==> config.mk <==
export PLATFORM = sky130hd
export DESIGN_NAME = dram_row_seq
export DESIGN_NICKNAME = d
export VERILOG_FILES = /design/src/rtl/drs_pkg.sv /design/src/rtl/drs_phase_timer.sv /design/src/rtl/drs_bank_table.sv /design/src/rtl/dram_row_seq.sv
export SDC_FILE = /design/constraint.sdc
export NUM_CORES = 1
export LEC_CHECK = 0
export ABC_AREA = 1
export BUFFER_PORTS_ARGS = -buffer_cell sky130_fd_sc_hd__buf_2
export CAP_MARGIN = 40
export CORE_ASPECT_RATIO = 0.5
export CORE_MARGIN = 10
export CORE_UTILIZATION = 55
export DETAILED_ROUTE_END_ITERATION = 6
export PLACE_DENSITY = 0.78
export SETUP_SLACK_MARGIN = 0.5
export SYNTH_ARGS = -nofsm -noshare
export SYNTH_HDL_FRONTEND = slang
export SYNTH_HIERARCHICAL = 1
export SYNTH_SLANG_ARGS = --single-unit
export TNS_END_PERCENT = 10
==> constraint.sdc <==
create_clock -name clk -period 6.96 [get_ports clk]
set_input_delay 1.392 -clock clk [delete_from_list [all_inputs] [get_ports clk]]
set_output_delay 1.392 -clock clk [all_outputs]
set_load 0.05 [all_outputs]
==> src/rtl/drs_pkg.sv <==
package drs_pkg;

    typedef enum logic [2:0] {
        CMD_NOP = 3'd0,
        CMD_ACT = 3'd1,
        CMD_RD  = 3'd2,
        CMD_WR  = 3'd3,
        CMD_PRE = 3'd4
    } drs_cmd_e;

    typedef enum logic [1:0] {
        ST_IDLE,
        ST_PRE,
        ST_ACT,
        ST_COL
    } drs_state_e;

    typedef enum logic [1:0] {
        PATH_HIT,
        PATH_CLOSED,
        PATH_MISS
    } drs_path_e;

    function automatic drs_path_e drs_classify(input logic is_open, input logic same_row);
        if (!is_open)
            return PATH_CLOSED;
        if (same_row)
            return PATH_HIT;
        return PATH_MISS;
    endfunction

    function automatic drs_cmd_e drs_col_cmd(input logic is_write);
        return is_write ? CMD_WR : CMD_RD;
    endfunction

endpackage

==> src/rtl/drs_phase_timer.sv <==
module drs_phase_timer #(
    parameter int CNT_W = 2
) (
    input  logic             clk,
    input  logic             rst,
    input  logic             load,
    input  logic [CNT_W-1:0] load_val,
    output logic             zero
);

    logic [CNT_W-1:0] cnt_q;

    always_ff @(posedge clk) begin
        if (rst)
            cnt_q <= '0;
        else if (load)
            cnt_q <= load_val;
        else if (cnt_q != '0)
            cnt_q <= cnt_q - 1'b1;
    end

    assign zero = (cnt_q == '0);

    // A non-zero phase length keeps the phase busy in the next cycle.
    p_phase_holds_r5: assert property (@(posedge clk) disable iff (rst)
        (load && load_val != '0) |=> !zero);

endmodule

==> src/rtl/drs_bank_table.sv <==
module drs_bank_table #(
    parameter int BANKS  = 4,
    parameter int BANK_W = 2,
    parameter int ROW_W  = 4
) (
    input  logic              clk,
    input  logic              rst,
    input  logic              open_en,
    input  logic [BANK_W-1:0] open_bank,
    input  logic [ROW_W-1:0]  open_row,
    input  logic              close_en,
    input  logic [BANK_W-1:0] close_bank,
    input  logic [BANK_W-1:0] look_bank,
    output logic              look_open,
    output logic [ROW_W-1:0]  look_row
);

    logic [BANKS-1:0] is_open;
    logic [ROW_W-1:0] row_tab [BANKS];

    generate
        for (genvar g = 0; g < BANKS; g++) begin : g_bank
            logic             open_q;
            logic [ROW_W-1:0] row_q;

            always_ff @(posedge clk) begin
                if (rst) begin
                    open_q <= 1'b0;
                    row_q  <= '0;
                end else if (open_en && open_bank == BANK_W'(g)) begin
                    open_q <= 1'b1;
                    row_q  <= open_row;
                end else if (close_en && close_bank == BANK_W'(g)) begin
                    open_q <= 1'b0;
                end
            end

            assign is_open[g] = open_q;
            assign row_tab[g] = row_q;
        end
    endgenerate

    assign look_open = is_open[look_bank];
    assign look_row  = row_tab[look_bank];

    // Activation only ever lands on a closed bank.
    p_act_on_closed_r3: assert property (@(posedge clk) disable iff (rst)
        open_en |-> !is_open[open_bank]);

    // Precharge only ever closes an open bank.
    p_pre_on_open_r3: assert property (@(posedge clk) disable iff (rst)
        close_en |-> is_open[close_bank]);

endmodule

==> src/rtl/dram_row_seq.sv <==
module dram_row_seq #(
    parameter int BANKS   = 4,
    parameter int ROW_W   = 4,
    parameter int COL_W   = 3,
    parameter int DATA_W  = 8,
    parameter int PRE_CYC = 2,
    parameter int ACT_CYC = 3,
    parameter int COL_CYC = 4,
    localparam int BANK_W = (BANKS > 1) ? $clog2(BANKS) : 1,
    localparam int ADDR_W = (ROW_W > COL_W) ? ROW_W : COL_W
) (
    input  logic              clk,
    input  logic              rst,
    input  logic              req_valid,
    output logic              req_ready,
    input  logic [BANK_W-1:0] req_bank,
    input  logic [ROW_W-1:0]  req_row,
    input  logic [COL_W-1:0]  req_col,
    input  logic              req_write,
    input  logic [DATA_W-1:0] req_wdata,
    output logic              rsp_valid,
    output logic [DATA_W-1:0] rsp_data,
    output logic [2:0]        dram_cmd,
    output logic [BANK_W-1:0] dram_bank,
    output logic [ADDR_W-1:0] dram_addr,
    output logic [DATA_W-1:0] dram_wdata,
    input  logic [DATA_W-1:0] dram_rdata
);
    import drs_pkg::*;

    localparam int MAX_LAT = (PRE_CYC > ACT_CYC) ?
                             ((PRE_CYC > COL_CYC) ? PRE_CYC : COL_CYC) :
                             ((ACT_CYC > COL_CYC) ? ACT_CYC : COL_CYC);
    localparam int CNT_W   = $clog2(MAX_LAT + 1);

    typedef struct packed {
        logic [BANK_W-1:0] bank;
        logic [ROW_W-1:0]  row;
        logic [COL_W-1:0]  col;
        logic              write;
        logic [DATA_W-1:0] wdata;
    } req_t;

    drs_state_e        state_q, state_d;
    req_t              cur_q, in_req, src;
    drs_cmd_e          cmd_q, iss_cmd;
    logic              iss, done, accept;
    logic [ADDR_W-1:0] iss_addr;
    logic [CNT_W-1:0]  tval;
    logic              t_zero;
    logic              look_open;
    logic [ROW_W-1:0]  look_row;
    logic [BANK_W-1:0] look_bank;
    drs_path_e         path;
    logic [BANK_W-1:0] bank_q;
    logic [ADDR_W-1:0] addr_q;
    logic [DATA_W-1:0] wdata_q;
    logic              rsp_v_q;
    logic [DATA_W-1:0] rsp_d_q;

    assign in_req    = '{bank: req_bank, row: req_row, col: req_col,
                         write: req_write, wdata: req_wdata};
    assign req_ready = (state_q == ST_IDLE);
    assign accept    = req_ready && req_valid;
    assign src       = (state_q == ST_IDLE) ? in_req : cur_q;
    assign look_bank = src.bank;
    assign path      = drs_classify(look_open, look_row == src.row);

    always_comb begin
        state_d  = state_q;
        iss      = 1'b0;
        iss_cmd  = CMD_NOP;
        iss_addr = '0;
        done     = 1'b0;
        unique case (state_q)
            ST_IDLE: begin
                if (req_valid) begin
                    iss = 1'b1;
                    unique case (path)
                        PATH_HIT: begin
                            iss_cmd  = drs_col_cmd(src.write);
                            iss_addr = ADDR_W'(src.col);
                            state_d  = ST_COL;
                        end
                        PATH_CLOSED: begin
                            iss_cmd  = CMD_ACT;
                            iss_addr = ADDR_W'(src.row);
                            state_d  = ST_ACT;
                        end
                        default: begin
                            iss_cmd  = CMD_PRE;
                            state_d  = ST_PRE;
                        end
                    endcase
                end
            end
            ST_PRE: begin
                if (t_zero) begin
                    iss      = 1'b1;
                    iss_cmd  = CMD_ACT;
                    iss_addr = ADDR_W'(src.row);
                    state_d  = ST_ACT;
                end
            end
            ST_ACT: begin
                if (t_zero) begin
                    iss      = 1'b1;
                    iss_cmd  = drs_col_cmd(src.write);
                    iss_addr = ADDR_W'(src.col);
                    state_d  = ST_COL;
                end
            end
            default: begin
                if (t_zero) begin
                    done    = 1'b1;
                    state_d = ST_IDLE;
                end
            end
        endcase
    end

    always_comb begin
        unique case (iss_cmd)
            CMD_PRE: tval = CNT_W'(PRE_CYC - 1);
            CMD_ACT: tval = CNT_W'(ACT_CYC - 1);
            default: tval = CNT_W'(COL_CYC - 1);
        endcase
    end

    drs_phase_timer #(.CNT_W(CNT_W)) u_timer (
        .clk      (clk),
        .rst      (rst),
        .load     (iss),
        .load_val (tval),
        .zero     (t_zero)
    );

    drs_bank_table #(.BANKS(BANKS), .BANK_W(BANK_W), .ROW_W(ROW_W)) u_table (
        .clk        (clk),
        .rst        (rst),
        .open_en    (iss && iss_cmd == CMD_ACT),
        .open_bank  (src.bank),
        .open_row   (src.row),
        .close_en   (iss && iss_cmd == CMD_PRE),
        .close_bank (src.bank),
        .look_bank  (look_bank),
        .look_open  (look_open),
        .look_row   (look_row)
    );

    always_ff @(posedge clk) begin
        if (rst) begin
            state_q <= ST_IDLE;
            cur_q   <= '0;
            cmd_q   <= CMD_NOP;
            bank_q  <= '0;
            addr_q  <= '0;
            wdata_q <= '0;
            rsp_v_q <= 1'b0;
            rsp_d_q <= '0;
        end else begin
            state_q <= state_d;
            if (accept)
                cur_q <= in_req;
            cmd_q <= iss ? iss_cmd : CMD_NOP;
            if (iss) begin
                bank_q <= src.bank;
                addr_q <= iss_addr;
                if (iss_cmd == CMD_WR)
                    wdata_q <= src.wdata;
            end
            rsp_v_q <= done && !cur_q.write;
            if (done && !cur_q.write)
                rsp_d_q <= dram_rdata;
        end
    end

    assign dram_cmd   = cmd_q;
    assign dram_bank  = bank_q;
    assign dram_addr  = addr_q;
    assign dram_wdata = wdata_q;
    assign rsp_valid  = rsp_v_q;
    assign rsp_data   = rsp_d_q;

    // No command goes out while the block sits idle.
    p_idle_quiet_r6: assert property (@(posedge clk) disable iff (rst)
        req_ready |-> dram_cmd == 3'd0);

    // Acceptance drops ready in the following cycle.
    p_busy_after_accept_r6: assert property (@(posedge clk) disable iff (rst)
        (req_valid && req_ready) |=> !req_ready);

    // Read strobe lasts a single cycle.
    p_rsp_single_r7: assert property (@(posedge clk) disable iff (rst)
        rsp_valid |=> !rsp_valid);

    // A column command always meets the requested row open in its bank.
    p_col_needs_row_r2: assert property (@(posedge clk) disable iff (rst)
        (dram_cmd == 3'd2 || dram_cmd == 3'd3) |-> (look_open && look_row == cur_q.row));

    // Writes never raise the read strobe.
    p_write_silent_r8: assert property (@(posedge clk) disable iff (rst)
        rsp_valid |-> !cur_q.write);

    // Activation presents the latched row on the shared address bus.
    p_act_row_r9: assert property (@(posedge clk) disable iff (rst)
        dram_cmd == 3'd1 |-> dram_addr == ADDR_W'(cur_q.row));

endmodule

==> results of run 1 <==
-- critical path: stages (launching register included) --
cell and delay [ns]:
dfxtp_1 0.35, inv_1 0.12, ha_1 0.42, buf_4 0.35, nand2_1 0.08, o21ai_1 0.10
buf_4 0.29, a21oi_1 0.06, o21ai_0 0.08, nand2_1 0.15, o21ai_0 0.52, inv_1 0.11
nand2_2 0.13, nand4_1 0.12, nor2_1 0.66, nand3_2 0.31, nand2_1 0.13, nand2_1 0.06
nor2_1 0.08
-- metal layers --
| layer | track usage [%] | share of wire, % | routed length [um] |
|---|---|---|---|
| met1 | 21.4 | 45 | 3700 |
| met2 | 28.2 | 46 | 3770 |
| met3 | 5.82 | 7.4 | 605 |
| met4 | 5.57 | 1.3 | 108 |
| met5 | 0 | 0 | 0 |
-- cells in the final DEF, fill, tap and decap left out, drive strengths merged --
cell	n
bufinv	4
o21bai	1
ha	6
a211oi	7
xnor2	1
o22ai	1
a21oi	40
clkinv	4
nand2	119
inv	59
o211ai	5
buf	60
dfxtp	69
nor3	2
o21ai	46
nand3	19
conb	1
nand4	7
nor2	79
a31oi	1
clkbuf	10
-- registers in the layout, indices dropped and copies added (netlist names) --
register               count
rsp_valid                  1
dram_cmd                   3
dram_wdata                 8
cur_q                     18
u_table/g_bank.open_q      4
u_timer/cnt_q              3
u_table/g_bank.row_q      16
rsp_data                   8
state_q                    2
dram_addr                  4
dram_bank                  2
-- report_power, final --
group / switching (mW) / internal [mW]
Clock: 0.166 / 0.396
Combinational: 0.543 / 0.210
Sequential: 0.0347 / 0.469
Total: 0.743 / 1.08
-- kinds of logic after synthesis --
group           Yosys count  synth area share [%]
simple gates            226                  29.8
flops                    69                  41.6
buf+inv                  78                  9.67
other cells               1                 0.113
fa+ha+maj                 6                  2.26
xor+xnor                  1                 0.264
compound gates          101                  16.4
-- worst max path at each step --
stage | to | slack (ns) | cells past startpoint
3_3_place_gp | u_table/g_bank[1].row_q[2] | 2.48 | 14
6_report | u_table/g_bank[3].row_q[3] | 2.77 | 18
5_1_grt | u_table/g_bank[3].row_q[1] | 2.34 | 18
2_1_floorplan | u_table/g_bank[2].row_q[2] | 2.99 | 21
4_1_cts | u_table/g_bank[3].row_q[0] | 2.84 | 18
3_5_place_dp | u_table/g_bank[1].row_q[2] | 2.62 | 15
-- metrics by stage --
stage	cell area, um2	utilization, %	power, mW
2_1_floorplan	3320	-	1.10
3_3_place_gp	3620	64.1	1.23
3_5_place_dp	3670	64.8	1.25
4_1_cts	4040	71.4	1.82
5_1_grt	4040	71.4	1.94
6_report	4040	71.4	1.82
-- final cells by class --
type,count,area [um2],area share [%]
clock buffers,10,239,5.92
repair buffers,60,340,8.42
well taps,73,91.3,2.26
clock inverters,6,134,3.31
multi-input cells,335,1630,40.2
inverters,61,229,5.67
flip-flops and latches,69,1380,34.2
==> metrics.log, run 1 <==
[metrics] latest clock arrival within the worst-skew pair: 0.33 ns
[metrics] RSZ-0062 raised after global routing: no
[metrics] largest net degree at the start of global routing: 33
[metrics] P&R area growth vs syn: 21.5%
[metrics] largest fanout of any net on the critical path: 23
[metrics] leak pwr: 1.99 nW
[metrics] number of buffers inserted to repair setup after CTS: 0
[metrics] share of flip-flops with an asynchronous set or reset after synthesis: 0%
[metrics] DR vias/cell: 5.15
[metrics] worst voltage drop across the vdd grid: 206 uV
[metrics] number of synthesis warnings: 6
[metrics] endpoint with the worst hold slack: cur_q[0]
[metrics] ranking of synthesized cells by instance count: 107 x nand2_1, 76 x nor2_1, 69 x dfxtp_1
[metrics] count of final max-slew check failures: 0
[metrics] Critical Path End Type: flop
[metrics] setup slack of the critical path after layout: 2.77 ns
[metrics] # rows: 19
[metrics] most instantiated library cell after synthesis: nand2_1
[metrics] hold path startpoint: cur_q[0]
[metrics] htree depth: 3
[metrics] number of optimization iterations in the first detailed-route pass: 4
[metrics] ys flop type: dfxtp_1
[metrics] proportion of synthesized chip area in sequential cells: 41.6%
[metrics] highest clock rate: 0.239 GHz
[metrics] Die X-Extent: 130 um
[metrics] top cell type by total area after synthesis: dfxtp_1
[metrics] relative slew slack: 43.9%
[metrics] number of max-cap violations: 0
[metrics] Inst Count DP: 598
[metrics] clock transition at the registers of the reported paths: 0.05 ns
[metrics] number of antenna violations at the first check in global routing: 0
[metrics] area of the die: 9740 um2
[metrics] share of layout cells above drive strength 1: 18.7%
[metrics] Yosys cell types: 30
[metrics] final-report hold violation count: 0
[metrics] antenna fix cells: 0
[metrics] reg2reg end: u_table/g_bank[3].row_q[3]
[metrics] Filler Cell Count: 483
[metrics] routed wire length: 8180 um
[metrics] number of buffers added to fix hold violations after cts: 0
[metrics] Remaining Overflow, GRT: 0
[metrics] source of the worst register-to-register timing path: state_q[1]
[metrics] Max Buffers Root-to-Sink: 2
[metrics] transition time of the tightest slew-check pin: 0.839 ns
[metrics] final instance count without filler cells: 614
[metrics] I/O pin cnt: 56
[metrics] largest clock skew in the final design: 0.00487 ns
[metrics] clock root buffer: clkbuf_16
[metrics] flip-flop and latch count after synthesis: 69
[metrics] wire length of the first global-routing pass: 13600 um
[metrics] chip height: 75.0 um
[metrics] total negative setup slack: 0 ns
[metrics] largest cells by area after synthesis: dfxtp_1 42%, nand2_1 12%, nor2_1 8.6%
[metrics] number of failing setup endpoints in the final timing report: 0
[metrics] origin of the worst setup path: state_q[1]
[metrics] via count of the first global-routing pass: 2899
[metrics] number of cells upsized or downsized after cts: 0
[metrics] total number of clock tree sinks: 69
[metrics] Synth Net Count: 517
[metrics] overall fraction of global-route tracks in use: 17.3%
[metrics] number of cells produced by synthesis: 482
[metrics] startpoint-to-endpoint class of the critical path: reg2reg
[metrics] Worst Setup Start Kind: flop
[metrics] number of clock buffers inserted by TritonCTS: 9
[metrics] arrival time of the worst setup path: 4.46 ns
[metrics] minimum clock period: 4.19 ns
[metrics] half-perimeter wire length of the detailed placement result: 5670 um
[metrics] initial core utilization: 58.8%
[metrics] post-route antenna net violation count: 0
[metrics] routed via count: 3165
[metrics] wire length per cell: 13.3 um
[metrics] PortBufs: 55
[metrics] net count of the finished layout: 571
[metrics] depth of the worst register-to-register path: 18
[metrics] worst slack on hold paths: 0.457 ns
[metrics] number of flops mapped to enable cells by yosys: 0
[metrics] final worst path period share: 60.2%
[metrics] required time of the worst setup path: 7.23 ns
[metrics] post-synthesis average cell area: 6.90 um2
[metrics] cell depth of the worst hold path: 2
[metrics] total power density per cell area: 450 nW/um2
[metrics] outcome: finished clean
[metrics] final RePlAce weighted congestion: 0.841
[metrics] worst min-delay path category: reg2reg
[metrics] placeable core region: 5660 um2
[metrics] Post-Synthesis Cell Area: 3320 um2
[metrics] number of remaining DRC errors: 0
[metrics] initial drt markers: 248
[metrics] CTS tree: built
[metrics] Register-to-Register Setup Slack: 2.77 ns
[metrics] pre-CTS worst setup slack: 2.62 ns
[metrics] top-area cell type share of the netlist area: 41.6%
No activity file was read; power rests on OpenSTA's default activity.
==> run 2, diff against run 1 <==
- CORE_UTILIZATION: 55 -> 50
- PLACE_DENSITY: 0.78 -> 0.75
- clock period: 6.96 -> 3.8 ns (I/O delays scaled with it)
==> run 2 against run 1 <==
Against the previous run:
- power up 85%
- non-clock buffer count increased by 8
- flip-flop and latch count stayed put
- combinational power increased by 100%
- critical path type unchanged
- largest cell class unchanged
- largest power group unchanged
==> metrics.log, run 2 (synthesized netlist as in run 1, its figures left out) <==
[metrics] top library cells by usage in the layout, fill and taps aside: 107 x nand2_1, 75 x nor2_1, 67 x dfxtp_1, 55 x inv_1, 55 x buf_2
[metrics] commonest non-fill, non-tap cell in the layout: nand2_1
[metrics] startpoint-to-endpoint class of the critical path: reg2reg
[metrics] placeable core region: 6260 um2
[metrics] Die X-Extent: 135 um
[metrics] CTS tree: built
[metrics] net count of the finished layout: 579
[metrics] number of remaining DRC errors: 0
[metrics] flip-flop count of the largest register, all copies and words added: 18
[metrics] overall fraction of global-route tracks in use: 15.9%
[metrics] final RePlAce weighted congestion: 0.845
[metrics] setup slack of the critical path after layout: 0.843 ns
[metrics] worst voltage drop across the vdd grid: 316 uV
[metrics] number of failing setup endpoints in the final timing report: 0
[metrics] clock root buffer: clkbuf_16
[metrics] latest clock arrival within the worst-skew pair: 0.34 ns
[metrics] number of antenna violations at the first check in global routing: 0
[metrics] number of optimization iterations in the first detailed-route pass: 5
[metrics] Reg with most FFs: cur_q
[metrics] number of max-cap violations: 0
[metrics] required time of the worst setup path: 4.01 ns
[metrics] cell with the largest stage delay on the worst path: dfxtp_2
[metrics] worst min-delay path category: reg2reg
[metrics] minimum clock period: 2.96 ns
[metrics] registers with the highest flip-flop counts: cur_q (18), u_table/g_bank.row_q (16)
[metrics] total number of clock tree sinks: 69
[metrics] Max stage delay on crit path: 0.34 ns
[metrics] highest clock rate: 0.338 GHz
[metrics] final-report hold violation count: 0
[metrics] via count of the first global-routing pass: 2931
[metrics] largest fanout of any net on the critical path: 23
[metrics] final worst path period share: 77.8%
[metrics] wire length per cell: 13.3 um
[metrics] Max Buffers Root-to-Sink: 2
[metrics] DR vias/cell: 5.03
[metrics] number of clock buffers inserted by TritonCTS: 9
[metrics] total power density per cell area: 810 nW/um2
[metrics] post-route antenna net violation count: 0
[metrics] total negative setup slack: 0 ns
[metrics] Critical Path End Type: flop
[metrics] Filler Cell Count: 564
[metrics] PortBufs: 55
[metrics] # rows: 20
[metrics] RSZ-0062 raised after global routing: no
[metrics] area of the die: 10500 um2
[metrics] initial drt markers: 261
[metrics] P&R area growth vs syn: 24.7%
[metrics] leak pwr: 2.02 nW
[metrics] largest net degree at the start of global routing: 30
[metrics] half-perimeter wire length of the detailed placement result: 5830 um
[metrics] routed wire length: 8480 um
[metrics] outcome: finished clean
[metrics] share of layout cells above drive strength 1: 20.6%
[metrics] pre-CTS worst setup slack: 0.546 ns
[metrics] htree depth: 3
[metrics] antenna fix cells: 0
[metrics] chain of cells forming the critical path: inv_1 -> ha_4 -> nand2_1 -> o21ai_1 -> buf_6 -> a21oi_1 -> o21ai_0 -> nand2_1 -> inv_1 -> nand3_1 -> nand2_1 -> nand2_1 -> inv_2 -> nand3_1 -> nand2_2 -> nand2_1 -> nand2_2 -> nand4_1 -> nor2_2 -> buf_6 -> nand3_2 -> nand2_1 -> a21oi_1
[metrics] clock transition at the registers of the reported paths: 0.06 ns
[metrics] I/O pin cnt: 56
[metrics] Remaining Overflow, GRT: 0
[metrics] number of buffers added to fix hold violations after cts: 0
[metrics] largest clock skew in the final design: 0.00719 ns
[metrics] arrival time of the worst setup path: 3.17 ns
[metrics] Worst Setup Start Kind: flop
[metrics] initial core utilization: 53.1%
[metrics] count of final max-slew check failures: 0
[metrics] wire length of the first global-routing pass: 13800 um
[metrics] routed via count: 3204
[metrics] chip height: 77.7 um
[metrics] Most Frequent Cell on Critical Path: nand2_1
## run 2: report_power, final
part	leakage (nW)	switching (mW)	internal (mW)
Combinational	1.30	1.05	0.477
Clock	0.163	0.302	0.607
Sequential	0.563	0.0612	0.862
Total	2.02	1.41	1.95
## run 2: final timing paths
path / from / end / slack, ns / cells past startpoint
worst min register to register: u_table/g_bank[3].open_q / u_table/g_bank[3].open_q / 0.46 / 2
worst max-delay path: state_q[1] / u_table/g_bank[2].row_q[0] / 0.84 / 23
worst max register to register: state_q[1] / u_table/g_bank[2].row_q[0] / 0.84 / 23
worst min-delay path: u_table/g_bank[3].open_q / u_table/g_bank[3].open_q / 0.46 / 2
## run 2: final cells by class
type,count,area (um2),area share (%)
well taps,88,110,2.66
flip-flops and latches,69,1380,33.4
multi-input cells,335,1670,40.2
inverters,61,229,5.52
repair buffers,68,430,10.4
clock buffers,12,256,6.19
clock inverters,4,70.1,1.69
## run 2: timing repair
action                     CTS  global route
pin swaps                    0             1
setup endpoints to repair    1            20
buffers inserted             1             4
cloned                       0             1
gates resized for setup      0            12
## run 2: worst max-delay path, delay by kind of cell, from the launching register on
family	cells	cell delay [ns]
and+or+nand+nor	13	1.23
buffers and inverters	5	0.69
DFF	1	0.34
AOI/OAI and AO/OA	4	0.33
adders and majority gates	1	0.25
## run 2: stage by stage
step	util, %	std cells	power [mW]	hold slack (ns)	cell area [um2]
2_1_floorplan	-	482	2.04	0.424	3350
3_3_place_gp	58.8	614	2.29	0.446	3680
3_5_place_dp	59.2	615	2.32	0.450	3710
4_1_cts	64.6	632	3.25	0.458	4040
5_1_grt	66.3	637	3.59	0.489	4150
6_report	66.3	637	3.36	0.460	4150
## run 2: per-layer routing
layer | part of all wire, % | up-vias | global-route usage (%)
li1 | - | 1662 | -
met1 | 46 | 1445 | 19.5
met2 | 46 | 88 | 25.5
met3 | 7.2 | 9 | 6.11
met4 | 1.2 | 0 | 4.81
met5 | 0 | - | 0
